===== src/rtl/alloc_pkg.sv =====
package alloc_pkg;
  // strobes from the sequencer to the bitmap datapath
  typedef struct packed {
    logic load;     // latch request, candidate <= next-fit pointer
    logic step;     // candidate <= candidate + 1
    logic restart;  // candidate <= 0, second pass, mark flush needed
    logic commit;   // claim run at candidate
    logic finish;   // complete without claiming
  } allocStrobe_t;
endpackage


===== src/rtl/alloc_ctrl.sv =====
module alloc_ctrl
  import alloc_pkg::*;
#(
  parameter int N = 64
) (
  input  logic                      clk,
  input  logic                      rstN,
  input  logic                      reqValid,
  input  logic [$clog2(N+1)-1:0]    reqLen,
  input  logic                      fits,
  input  logic                      candLast,
  output allocStrobe_t              st,
  output logic                      busy,
  output logic                      done,
  output logic                      fail
);
  localparam int LEN_W = $clog2(N+1);

  typedef enum logic {IDLE, SCAN} state_t;
  state_t state;
  logic   secondPass;
  logic   badLen;

  assign badLen = (reqLen == '0) || (reqLen > LEN_W'(N));
  assign busy   = (state == SCAN);

  always_comb begin
    st = '0;
    if (state == IDLE) begin
      if (reqValid) begin
        if (badLen) st.finish = 1'b1;
        else        st.load   = 1'b1;
      end
    end else begin
      if (fits)             st.commit  = 1'b1;
      else if (!candLast)   st.step    = 1'b1;
      else if (!secondPass) st.restart = 1'b1;
      else                  st.finish  = 1'b1;
    end
  end

  always_ff @(posedge clk) begin
    if (!rstN) begin
      state      <= IDLE;
      secondPass <= 1'b0;
      done       <= 1'b0;
      fail       <= 1'b0;
    end else begin
      done <= st.commit || st.finish;
      fail <= st.finish;
      if (st.load)                   state <= SCAN;
      if (st.commit || st.finish)    state <= IDLE;
      if (st.load)                   secondPass <= 1'b0;
      if (st.restart)                secondPass <= 1'b1;
    end
  end

  // bad length completes next cycle as a failure, never busy
  p_bad_len_r11: assert property (@(posedge clk) disable iff (!rstN)
    (!busy && reqValid && badLen) |=> (done && fail && !busy));
  // a legal request starts a scan
  p_scan_start_r12: assert property (@(posedge clk) disable iff (!rstN)
    (!busy && reqValid && !badLen) |=> busy);
  // completion pulse only once the scan is over
  p_done_idle_r12: assert property (@(posedge clk) disable iff (!rstN)
    done |-> !busy);
endmodule


===== src/rtl/alloc_dp.sv =====
module alloc_dp
  import alloc_pkg::*;
#(
  parameter int N        = 64,
  parameter int RESERVED = 32
) (
  input  logic                      clk,
  input  logic                      rstN,
  input  allocStrobe_t              st,
  input  logic [$clog2(N+1)-1:0]    reqLen,
  input  logic [$clog2(N)-1:0]      reqAlign,
  input  logic                      fullFlush,
  input  logic                      freeFire,
  input  logic [$clog2(N)-1:0]      freeStart,
  input  logic [$clog2(N+1)-1:0]    freeLen,
  input  logic                      flushFire,
  output logic                      fits,
  output logic                      candLast,
  output logic [$clog2(N)-1:0]      startIdx,
  output logic                      flushPulse,
  output logic                      flushNeeded
);
  localparam int IDX_W = $clog2(N);
  localparam int LEN_W = $clog2(N+1);
  localparam int SUM_W = LEN_W + 1;

  logic [N-1:0]       bitmap, runMask, freeMask;
  logic [IDX_W-1:0]   cand, alignQ, nextIdx;
  logic [LEN_W-1:0]   lenQ;
  logic [SUM_W-1:0]   candEnd, freeEnd;
  logic               setFlag;

  assign candEnd  = SUM_W'(cand) + SUM_W'(lenQ);
  assign freeEnd  = SUM_W'(freeStart) + SUM_W'(freeLen);
  assign candLast = (cand == IDX_W'(N-1));
  assign fits     = ((cand & alignQ) == '0) && (candEnd <= SUM_W'(N)) &&
                    ((bitmap & runMask) == '0);
  assign setFlag  = st.restart ||
                    (st.commit && candEnd >= SUM_W'(N)) ||
                    (fullFlush && (st.commit || st.finish));

  for (genvar i = 0; i < N; i++) begin : g_page
    assign runMask[i]  = (SUM_W'(i) >= SUM_W'(cand)) && (SUM_W'(i) < candEnd);
    assign freeMask[i] = (SUM_W'(i) >= SUM_W'(freeStart)) && (SUM_W'(i) < freeEnd);
    if (i < RESERVED) begin : g_rsv
      assign bitmap[i] = 1'b1;
    end else begin : g_pool
      always_ff @(posedge clk) begin
        if (!rstN)                        bitmap[i] <= 1'b0;
        else if (st.commit && runMask[i]) bitmap[i] <= 1'b1;
        else if (freeFire && freeMask[i]) bitmap[i] <= 1'b0;
      end
    end
  end

  always_ff @(posedge clk) begin
    if (!rstN) begin
      cand        <= '0;
      alignQ      <= '0;
      lenQ        <= '0;
      nextIdx     <= '0;
      startIdx    <= '0;
      flushPulse  <= 1'b0;
      flushNeeded <= 1'b0;
    end else begin
      flushPulse  <= flushFire && flushNeeded;
      flushNeeded <= (flushNeeded && !flushFire) || setFlag;
      if (st.load) begin
        cand   <= nextIdx;
        lenQ   <= reqLen;
        alignQ <= reqAlign;
      end
      if (st.step)    cand <= cand + 1'b1;
      if (st.restart) cand <= '0;
      if (st.commit) begin
        startIdx <= cand;
        nextIdx  <= (candEnd >= SUM_W'(N)) ? '0 : IDX_W'(candEnd);
      end else if (freeFire && freeStart >= nextIdx) begin
        nextIdx  <= (freeEnd >= SUM_W'(N)) ? '0 : IDX_W'(freeEnd);
      end
    end
  end

  // claimed start respects the latched mask
  p_aligned_r6: assert property (@(posedge clk) disable iff (!rstN)
    st.commit |=> ((startIdx & alignQ) == '0));
  // a failed first pass leaves flush needed
  p_wrap_flag_r4: assert property (@(posedge clk) disable iff (!rstN)
    st.restart |=> flushNeeded);
  // handshake clears the flag when nothing sets it again
  p_flush_clear_r10: assert property (@(posedge clk) disable iff (!rstN)
    (flushFire && !setFlag) |=> !flushNeeded);
  // a pulse only follows a pending flag
  p_pulse_cause_r10: assert property (@(posedge clk) disable iff (!rstN)
    flushPulse |-> $past(flushNeeded));
endmodule


===== src/rtl/page_run_alloc.sv =====
module page_run_alloc
  import alloc_pkg::*;
#(
  parameter int N        = 64,
  parameter int RESERVED = 32
) (
  input  logic                      clk,
  input  logic                      rstN,
  input  logic                      reqValid,
  input  logic [$clog2(N+1)-1:0]    reqLen,
  input  logic [$clog2(N)-1:0]      reqAlign,
  input  logic                      fullFlush,
  input  logic                      freeValid,
  input  logic [$clog2(N)-1:0]      freeStart,
  input  logic [$clog2(N+1)-1:0]    freeLen,
  input  logic                      flushReq,
  output logic                      busy,
  output logic                      done,
  output logic                      fail,
  output logic [$clog2(N)-1:0]      startIdx,
  output logic                      flushPulse,
  output logic                      flushPending
);
  allocStrobe_t st;
  logic fits, candLast;

  alloc_ctrl #(.N(N)) u_ctrl (
    .clk(clk), .rstN(rstN), .reqValid(reqValid), .reqLen(reqLen),
    .fits(fits), .candLast(candLast), .st(st),
    .busy(busy), .done(done), .fail(fail)
  );

  alloc_dp #(.N(N), .RESERVED(RESERVED)) u_dp (
    .clk(clk), .rstN(rstN), .st(st), .reqLen(reqLen), .reqAlign(reqAlign),
    .fullFlush(fullFlush), .freeFire(freeValid && !busy),
    .freeStart(freeStart), .freeLen(freeLen),
    .flushFire(flushReq && !busy), .fits(fits), .candLast(candLast),
    .startIdx(startIdx), .flushPulse(flushPulse), .flushNeeded(flushPending)
  );

  // the overflow region is never handed out
  p_reserved_r8: assert property (@(posedge clk) disable iff (!rstN)
    (done && !fail) |-> (32'(startIdx) >= RESERVED));
  // full-flush mode marks every completion
  p_fullflush_r9: assert property (@(posedge clk) disable iff (!rstN)
    (done && $past(fullFlush)) |-> flushPending);
endmodule


===== config.mk =====
export PLATFORM = sky130hd
export DESIGN_NAME = page_run_alloc
export DESIGN_NICKNAME = d
export VERILOG_FILES = /design/src/rtl/alloc_pkg.sv /design/src/rtl/alloc_ctrl.sv /design/src/rtl/alloc_dp.sv /design/src/rtl/page_run_alloc.sv
export SDC_FILE = /design/constraint.sdc
export NUM_CORES = 1
export LEC_CHECK = 0
export ABC_AREA = 1
export CELL_PAD_IN_SITES_DETAIL_PLACEMENT = 1
export CELL_PAD_IN_SITES_GLOBAL_PLACEMENT = 1
export CORE_MARGIN = 1.5
export CORE_UTILIZATION = 38
export CTS_BUF_LIST = sky130_fd_sc_hd__clkbuf_8 sky130_fd_sc_hd__clkbuf_16
export DETAILED_ROUTE_END_ITERATION = 6
export PLACE_DENSITY_LB_ADDON = 0.05
export RECOVER_POWER = 100
export SLEW_MARGIN = 20
export SYNTH_ARGS = -nofsm -noshare
export SYNTH_HDL_FRONTEND = slang
export SYNTH_SLANG_ARGS = --single-unit

===== constraint.sdc =====
create_clock -name clk -period 2.9 [get_ports clk]
set_input_delay 0.435 -clock clk [delete_from_list [all_inputs] [get_ports clk]]
set_output_delay 0.435 -clock clk [all_outputs]
set_load 0.02 [all_outputs]

# After elaboration in Yosys (flattened, before gate mapping)
# Index checks and enable logic that the tools add are counted.
# word_totals
register_bits,69
inputBits,32
output_inout_bits,11
word_cells,546
# classes
n_addsub,3
magnitude_cmp,195
n_eq_ne,1
muxes,87
n_bitwise,3
n_reduce_logical,214
# op_table
operator,count
$lt 6x8->1 const A,64
$ge 6x6->1 const A,62
$logic_and 1x1->1,167
$lt 5x8->1 const A,16
$ge 5x6->1 const A,16
$mux 1,79
$reduce_bool 2->1,35
$and 64x64->64,1
$logic_not 64->1,1
$lt 4x8->1 const A,8
$ge 4x6->1 const A,8
$mux 6,6
$lt 3x8->1 const A,4
$ge 3x6->1 const A,4
$add 6x7->8,2
$ge 8x7->1 const B,2
$lt 1x8->1 const A,2
$lt 2x8->1 const A,2
$ge 1x6->1 const A,2
$ge 2x6->1 const A,2
$le 8x7->1 const B,1
$gt 7x7->1 const B,1
$logic_not 7->1,1
$add 6x1->6 const B,1
10 further kinds,16

# Logic depth before layout (Yosys ltp)
# Gate-level depths: netlist of the first run.
# depth
depth_word,12
mapped_depth,25
ltp_nobuf,24

# By module
# Synthesis of the first run repeated with hierarchy kept, for this count alone.
# hier_totals
cells_unflattened,1023
hier_area_um2,5880.6
# modules_own_cells
mod,instances,cells_each,area_per_inst_um2,seq_area_each_um2
alloc_dp,1,973,5591.6,1301.2
alloc_ctrl,1,46,274.0,80.1
page_run_alloc,1,4,15.0,0.0

# Worst setup path before layout of the first run
# OpenSTA, ideal clock, no wires.
# synth_path
kind,reg2reg
from,register u_dp.cand[0]
to,register u_dp.nextIdx[4]
setup_time_ns,0.110
arrival_time_ns,2.925
required_time_ns,2.790
slack_ns,-0.135
stages_incl_launch_ff,24
n_path_buf,3
synth_period_minus_slack_ns,3.035
cell_sequence,dfxtp_1 > ha_1 > fa_1 > nand2_1 > nand2_2 > nand3_2 > nand2_1 > nand2_2 > nand2_1 > nor2_4 > buf_6 > buf_6 > nand3_2 > nand4_1 > nand2_1 > nor2_1 > nand4_2 > nor2_8 > nand3_4 > buf_2 > nand3_1 > nand3_1 > nand2_1 > inv_1
# synth_via
elab_chain_len,9
elab_cells_between_ends,204
cone_classes,add/sub: 1; order compare: 129; mux: 4; bitwise: 2; reduce/logical: 68
# synth_rtl
item,line_no,text
"start, declared",alloc_dp.sv:28,"logic [IDX_W-1:0] cand, alignQ, nextIdx;"
"start signal, assigned",alloc_dp.sv:69,cand <= nextIdx;
"start signal, assigned",alloc_dp.sv:73,if (st.step) cand <= cand + 1'b1;
$add 6x7->8,alloc_dp.sv:33,assign candEnd = SUM_W'(cand) + SUM_W'(lenQ);
"$lt 1x8->1, or another cell as far along",alloc_dp.sv:43,assign runMask[i] = (SUM_W'(i) >= SUM_W'(cand)) && (SUM_W'(i) < candEnd);
$logic_and 1x1->1,alloc_dp.sv:43,
$and 64x64->64,alloc_dp.sv:37,((bitmap & runMask) == '0);
$logic_not 64->1,alloc_dp.sv:37,
$logic_and 1x1->1,alloc_dp.sv:36,assign fits = ((cand & alignQ) == '0) && (candEnd <= SUM_W'(N)) &&
$mux 1,alloc_ctrl.sv:35,if (fits) st.commit = 1'b1;
$mux 3,alloc_ctrl.sv:29,if (state == IDLE) begin
$mux 6 or $reduce_bool 2->1 (tied branches),n/a,
"end signal, assigned",alloc_dp.sv:77,nextIdx <= (candEnd >= SUM_W'(N)) ? '0 : IDX_W'(candEnd);
"end signal, assigned",alloc_dp.sv:79,nextIdx <= (freeEnd >= SUM_W'(N)) ? '0 : IDX_W'(freeEnd);
"end, declared",alloc_dp.sv:28,
# Parallel ways exist; a longest one is shown, timed or not.
# A chain may end at the register's enable or synchronous reset.

# Worst setup path after layout of the first run
# layout_path
from,register u_dp.cand[0]
to,register u_dp.cand[1]
# layout_via
elab_chain_len,9
elab_cells_between_ends,207
cone_classes,add/sub: 2; order compare: 128; eq/ne: 1; mux: 5; bitwise: 2; reduce/logical: 69
# layout_rtl
item,line_no
$add 6x7->8,alloc_dp.sv:33
"$lt 1x8->1, or another cell as far along",alloc_dp.sv:43
$logic_and 1x1->1,alloc_dp.sv:43
$and 64x64->64,alloc_dp.sv:37
$logic_not 64->1,alloc_dp.sv:37
$logic_and 1x1->1,alloc_dp.sv:36
$mux 2,alloc_ctrl.sv:35
$mux 3,alloc_ctrl.sv:29
"$mux 6, or another cell as far along",alloc_dp.sv:73
# Parallel ways exist; a longest one is shown, timed or not.

==> flow_summary_export.csv, run 1 <==
group,metric,value,unit
global_route,overflow,0,
setup_path,cp.arrival,3650,ps
clock_tree,htreeDepth,3,
layout,diodes,0,
placed_design,portBuffers,42,
clock_tree,hold_buffers,0,
sta,finalCritPeriodShare,116,%
pwr,peakVddDrop,0.294,mV
drt,viasPerCell,5.53,
drt,post_drt_wl_per_cell,19.9,um
global_route,grt_pass1_wl,44500,um
logic_synthesis,synth_top_area_cell,"dfxtp_1",
layout,area_growth,46.9,%
logic_synthesis,synth_fp_nets,1061,
logic_synthesis,yosys_warnings,0,
drt,vias,8004,
setup_path,end_kind,"flip-flop",
clock_tree,cts_tree,"yes",
global_route,grt_pass1_vias,8058,
placed_design,dpl.hpwl,21700,um
floorplan,dieWidth,130,um
setup_path,critPathKind,"flip-flop to flip-flop",
drt,drt_iter0_markers,666,
floorplan,core-area,15800,um^2
sta,rsz0062_at_grt,"yes",
floorplan,start_util,38.9,%
global_route,grt_usage,35.1,%
drt,wl,28800,um
layout,final_area,9040,um^2
pwr,power,3.77,mW
floorplan,io-pin-count,43,
setup_path,r2r_start,"u_dp.cand[0]$_SDFFE_PP0P_",
global_route,antenna_found_initial,0,
clock_tree,cts.clk_slew.worst_paths,70,ps
logic_synthesis,netlist_top_cells_count,"254 x nand2_1, 143 x nor2_1, 104 x inv_1",
setup_path,critical_path.endpoint,"u_dp.cand[1]$_SDFFE_PP0P_",
placed_design,gp_congestion,0.969,
logic_synthesis,ys_seq_area_share,22.4,%
setup_path,crit_fanout,7,
global_route,grt_max_degree,30,
logic_synthesis,ys_async_sr_fraction,0,%
pwr,p_leak,4.08,nW
logic_synthesis,syn_area_per_cell,6.12,um^2
setup_path,r2r_setup_slack,-460,ps
logic_synthesis,synth_edf_count,0,
logic_synthesis,syn_inst,1006,
sta,min_period,3360,ps
clock_tree,clk_latency,360,ps
sta,slew_violations,0,
logic_synthesis,synth_cell_types,46,
sta,fmax,298,MHz
clock_tree,cts_buffers,9,
clock_tree,ctsRootBufferMaster,"clkbuf_16",
logic_synthesis,ys_ff_latch,69,
logic_synthesis,synth_area_leaders,"dfxtp_1 22%, nand2_1 15%, nor2_1 8.7%",
setup_path,cp-start-kind,"flip-flop",
sta,layout_setup_ws,-459,ps
drt,drc,0,
drt,dr.pass1.iters,6,
min_path,hold_class,"flip-flop to flip-flop",
layout,nNetsFinal,1282,
pwr,powerDensity,416,nW/um^2
floorplan,fp.dieH,130,um
clock_tree,cts_max_path_buffers,2,
sta,maxSlewHeadroom,36.6,%
logic_synthesis,yosys.cell_count.top_type,"nand2_1",
sta,worst_pin_slew,948,ps
setup_path,reg2reg_depth,25,
floorplan,num_rows,46,
drt,ant_nets,0,
layout,layout-drive-gt1-share,29.6,%
setup_path,rr_endpoint,"u_dp.cand[1]$_SDFFE_PP0P_",
sta,tns,-21170,ps
clock_tree,cts.sinks,69,
sta,setup_viol,55,
floorplan,die_area,17000,um^2
min_path,worstHoldStart,"u_dp.flushNeeded$_SDFF_PN0_",
flow_run,max_cap_viol_count,0,
sta,finalHoldViolCount,0,
setup_path,required,3190,ps
logic_synthesis,synth_top_flop_cell,"dfxtp_1",
logic_synthesis,yosysTopAreaCellShare,22.4,%
status,status,"complete, but fails checks",
setup_path,critPathLaunch,"u_dp.cand[0]$_SDFFE_PP0P_",
logic_synthesis,syn_area,6160,um^2
placed_design,dpl_cell_area,8100,um^2
status,failed_checks,"setup timing",
sta,clock_skew,11.2,ps
[per-layer routing]
layer  vias up  part of all wire [%]  global-route usage [%]
li1       3772                     -                       -
met5         -                     0                       0
met4         0                   3.5                    13.1
met2       272                    47                    57.4
met1      3893                    44                    45.6
met3        67                   5.7                    6.77
[layout by cell type (no fill, tap or decap), types with 4 or more instances in the layout]
cell             count
xor2_1               4
nor2_2              10
inv_2                6
a21oi_2             29
nand2_8              4
nand3_2             45
buf_4              176
nand3_4              7
nand2_1            238
nand4_1             17
buf_6               10
inv_1              104
o21ai_1             18
buf_16               4
buf_12               8
o211ai_1             9
nand2_4              6
clkbuf_16            9
nand3b_1             6
inv_8                4
nand2_2             19
o21ai_0             52
nand3_1             70
o21ai_2              4
a21oi_1             56
ha_1                18
dfxtp_1             67
o31ai_1              6
nor2_1             134
a31oi_1              9
clkdlybuf4s50_1     42
[layout make-up]
class / count / area (um^2)
Clock inverter: 7 / 76.3
Sequential cell: 69 / 1380
Clock buffer: 9 / 225
Timing Repair Buffer: 241 / 2140
Inverter: 113 / 432
Tap cell: 216 / 270
Multi-Input combinational cell: 793 / 4520
Fill cell: 2142 / 6790
[registers in the layout, summed over array words and instances (netlist names)]
name and cells:
u_ctrl.fail 1, u_dp.cand 6, u_dp.nextIdx 6, u_dp.bitmap 32, u_ctrl.done 1, u_dp.flushPulse 1
u_dp.flushNeeded 1, u_ctrl.busy 1, u_dp.alignQ 6, u_dp.startIdx 6, u_dp.lenQ 7, u_ctrl.secondPass 1
[timing repair]
action | in CTS | in global routing
buffers inserted | 11 | 4
gates cloned | 4 | 0
pin swaps | 31 | 15
gates resized for setup | 75 | 25
setup endpoints to repair | 55 | 55
[power breakdown]
group / switching, mW / leakage [nW] / internal (mW)
registers: 0.0202 / 0.560 / 0.972
clock network: 0.542 / 0.149 / 0.613
logic: 0.965 / 3.37 / 0.654
total: 1.53 / 4.08 / 2.24
[per-stage QoR]
| stage | utilization (%) | worst slack (ps) | instances | hold slack, ps |
|---|---|---|---|---|
| floorplan | - | -47.1 | 1006 | 425 |
| global placement | 51.2 | -578 | 1414 | 443 |
| detailed placement | 51.2 | -657 | 1414 | 455 |
| CTS | 56.2 | -380 | 1444 | 467 |
| global route | 57.1 | -687 | 1448 | 487 |
| finish | 57.1 | -459 | 1448 | 466 |
[critical path, stage by stage, from the launching register on]
cell and delay (ps):
dfxtp_2 340, ha_4 160, fa_2 340, nand2_2 90
nand2_2 70, nand3_2 90, nand2_2 50, nand2_2 80
nand2_2 70, nor2_4 130, buf_6 130, buf_12 120
nand3_1 190, nand3_2 170, nand2_1 60, nor2_1 80
nand2_1 70, nor2_2 90, nand2_2 90, nor2_8 170
buf_12 140, nand2_8 90, buf_6 150, nand3b_1 90
nand2_1 80, a21oi_2 120
[worst min path at each step]
stage | to | slack (ps) | cells past startpoint
after floorplan | u_dp.alignQ[3]$_SDFFE_PN0P_ | 420 | 2
after global placement | u_dp.alignQ[3]$_SDFFE_PN0P_ | 440 | 2
after detailed placement | u_dp.alignQ[3]$_SDFFE_PN0P_ | 450 | 2
after CTS | u_dp.bitmap[33]$_SDFFE_PN0P_ | 470 | 2
after global routing | u_dp.flushPulse$_SDFF_PN0_ | 490 | 2
final | u_dp.flushPulse$_SDFF_PN0_ | 470 | 2
[cell families (layout without fill, tap and decap cells)]
logic type,after synthesis,after routing,synth area share (%)
flops,69,69,22.4
simple gates,572,572,43.2
buf+inv,144,370,10.4
xor+xnor,6,6,0.853
fa+ha+maj,23,23,4.92
compound gates,192,192,18.2
Power figures use the tool's default switching activity.
==> inputs of run 2 (changes only) <==
==> constraint.sdc (replaced) <==
create_clock -name clk -period 2.9 [get_ports clk]
set_input_delay 0.435 -clock clk [delete_from_list [all_inputs] [get_ports clk]]
set_output_delay 0.435 -clock clk [all_outputs]
set_load 0.1 [all_outputs]
==> flow_summary_export.csv, run 2 (synthesized netlist as in run 1, its figures left out) <==
group,metric,value,unit
status,status,"complete, but fails checks",
global_route,grt_pass1_vias,7963,
clock_tree,cts_buffers,9,
drt,drc,0,
sta,holdWs,457,ps
min_path,worstHoldEndpoint,"u_dp.alignQ[4]$_SDFFE_PN0P_",
global_route,grt_usage,33.9,%
clock_tree,ctsRootBufferMaster,"clkbuf_16",
setup_path,critPathKind,"flip-flop to flip-flop",
drt,dr.pass1.iters,5,
floorplan,core-area,15800,um^2
sta,tns,-27610,ps
drt,post_drt_wl_per_cell,19.3,um
sta,slew_violations,0,
placed_design,portBuffers,42,
layout,reg_top3,"u_dp.bitmap x32, u_dp.lenQ x7",
setup_path,rr_endpoint,"u_dp.startIdx[2]$_SDFFE_PN0N_",
sta,clock_skew,16.5,ps
floorplan,start_util,38.9,%
setup_path,required,3140,ps
min_path,hold_class,"flip-flop to flip-flop",
clock_tree,cts_max_path_buffers,2,
global_route,grt_pass1_wl,43200,um
min_path,worstHoldPathCells,2,
setup_path,r2r_start,"u_dp.cand[5]$_SDFFE_PP0P_",
pwr,combPwrFrac,44.7,%
floorplan,dieWidth,130,um
setup_path,cp.arrival,3700,ps
sta,worst_pin_slew,1180,ps
pwr,p_leak,4.06,nW
drt,wl,28000,um
layout,fin_util,56.7,%
floorplan,die_area,17000,um^2
layout,area_growth,45.6,%
floorplan,num_rows,46,
flow_run,max_cap_viol_count,0,
layout,layout_commonest_cell,"nand2_1",
drt,drt_iter0_markers,492,
setup_path,cp_slowest_cell,"dfxtp_1",
pwr,cellInternalPower,2.25,mW
global_route,overflow,0,
layout,layout-drive-gt1-share,30.3,%
placed_design,dpl.hpwl,21800,um
layout,top_register,"u_dp.bitmap",
sta,setup_viol,55,
sta,finalCritPeriodShare,119,%
sta,min_period,3460,ps
layout,final_cell_mix,"240 x nand2_1, 182 x buf_4, 119 x nor2_1",
pwr,peakVddDrop,0.304,mV
pwr,seqPwrFrac,26.3,%
layout,largest_reg_flops,32,
setup_path,end_kind,"flip-flop",
drt,vias,7896,
sta,fmax,289,MHz
sta,rsz0062_at_grt,"yes",
status,failed_checks,"setup timing",
setup_path,max_stage_delay,410,ps
setup_path,critPathTopFamily,"simple AND/OR/NAND/NOR gates",
clock_tree,clk_latency,350,ps
pwr,power.share.clock,29.0,%
sta,finalHoldViolCount,0,
pwr,p_sw,1.53,mW
pwr,power,3.78,mW
floorplan,fp.dieH,130,um
drt,ant_nets,0,
sta,maxSlewHeadroom,21.7,%
setup_path,r2r_setup_slack,-560,ps
min_path,worstHoldStart,"u_dp.alignQ[4]$_SDFFE_PN0P_",
global_route,grt_max_degree,31,
placed_design,gp_congestion,0.926,
setup_path,crit_fanout,7,
pwr,powerDensity,422,nW/um^2
layout,diodes,0,
setup_path,crit_chain,"ha_1 -> a21oi_1 -> nand2_2 -> nand2_2 -> nand2_2 -> nor2_4 -> buf_12 -> buf_6 -> nand3b_1 -> nand3_1 -> nand2_1 -> nor2_1 -> nand2_2 -> nor2_2 -> nand2_2 -> nor2_8 -> nand3_4 -> buf_12 -> o21ai_0 -> nor2_1",
layout,nNetsFinal,1286,
clock_tree,cts_tree,"yes",
sta,layout_setup_ws,-565,ps
global_route,antenna_found_initial,0,
floorplan,io-pin-count,43,
clock_tree,cts.clk_slew.worst_paths,70,ps
pwr,switching_share,40.4,%
drt,viasPerCell,5.44,
setup_path,cp_common_cell,"nand2_2",
setup_path,timing.critical_path.buf_inv,3,
setup_path,reg2reg_depth,20,
clock_tree,htreeDepth,3,
setup_path,cp-start-kind,"flip-flop",
clock_tree,cts.sinks,69,
run 2: cell count changes in the layout (fill, tap and decap cells not counted), sizes merged:
cell / delta
buf: +5
inv: -2
clkbuf: +10
clkdlybuf4s50: -11
clkinv: +1
clkinvlp: +1
run 2: power groups by stage:
stage	logic [mW]	registers, mW	clock network (mW)
2_1_floorplan	0.726	1.03	0
3_3_place_gp	1.44	1.01	0
3_5_place_dp	1.47	1.02	0
4_1_cts	1.62	0.994	1.10
5_1_grt	1.81	0.998	1.14
6_report	1.69	0.996	1.10
run 2: area by class of cell:
cell class	instances	area (um^2)
fillers	2113	6860
flip-flops and latches	69	1390
multi-input cells	793	4520
inverters	113	432
clock buffers	9	225
repair buffers	245	2080
clock inverters	7	58.8
well taps	216	270
run 2: worst max-delay path by stage:
stage,start,end,cells past startpoint
after floorplan,u_dp.cand[0]$_SDFFE_PP0P_,u_dp.bitmap[49]$_SDFFE_PN0P_,23
after global placement,freeStart[0],u_dp.bitmap[55]$_SDFFE_PN0P_,15
after detailed placement,freeStart[0],u_dp.bitmap[55]$_SDFFE_PN0P_,15
after CTS,u_dp.cand[0]$_SDFFE_PP0P_,u_dp.nextIdx[0]$_SDFFE_PN0P_,25
after global routing,u_dp.cand[0]$_SDFFE_PP0P_,u_dp.bitmap[47]$_SDFFE_PN0P_,24
final,u_dp.cand[5]$_SDFFE_PP0P_,u_dp.startIdx[2]$_SDFFE_PN0N_,20
run 2: per-stage QoR:
| stage | cells | setup slack [ps] | instance area, um^2 |
|---|---|---|---|
| after floorplan | 1006 | -47.1 | 6200 |
| after global placement | 1421 | -558 | 8130 |
| after detailed placement | 1421 | -629 | 8130 |
| after CTS | 1451 | -457 | 8900 |
| after global routing | 1452 | -706 | 8970 |
| final | 1452 | -565 | 8970 |
run 2: routing by layer:
metal  up-vias  wire, um  global-route usage [%]
li1       3771         -                       -
met1      3826     12800                    45.6
met2       238     12800                    54.5
met3        61      1470                    5.33
met4         0       915                    12.8
met5         -         0                       0
run 2: repair_timing:
action | in CTS | in global routing
endpoints found under the setup margin | 55 | 55
hold buffers | 0 | 0
gates cloned | 2 | 0
resized for setup | 81 | 26
setup buffers | 12 | 1
pin swaps | 36 | 16
hold endpoints to repair | 0 | 0
run 2: worst reg2reg max path, cell delays in order (launching register included):
cell      delay, ps
dfxtp_1         410
ha_1            310
a21oi_1         340
nand2_2         110
nand2_2         100
nand2_2          60
nor2_4          180
buf_12          150
buf_6           130
nand3b_1        140
nand3_1         130
nand2_1          50
nor2_1          110
nand2_2          80
nor2_2          130
nand2_2         100
nor2_8          170
nand3_4         170
buf_12          210
o21ai_0         200
nor2_1           80
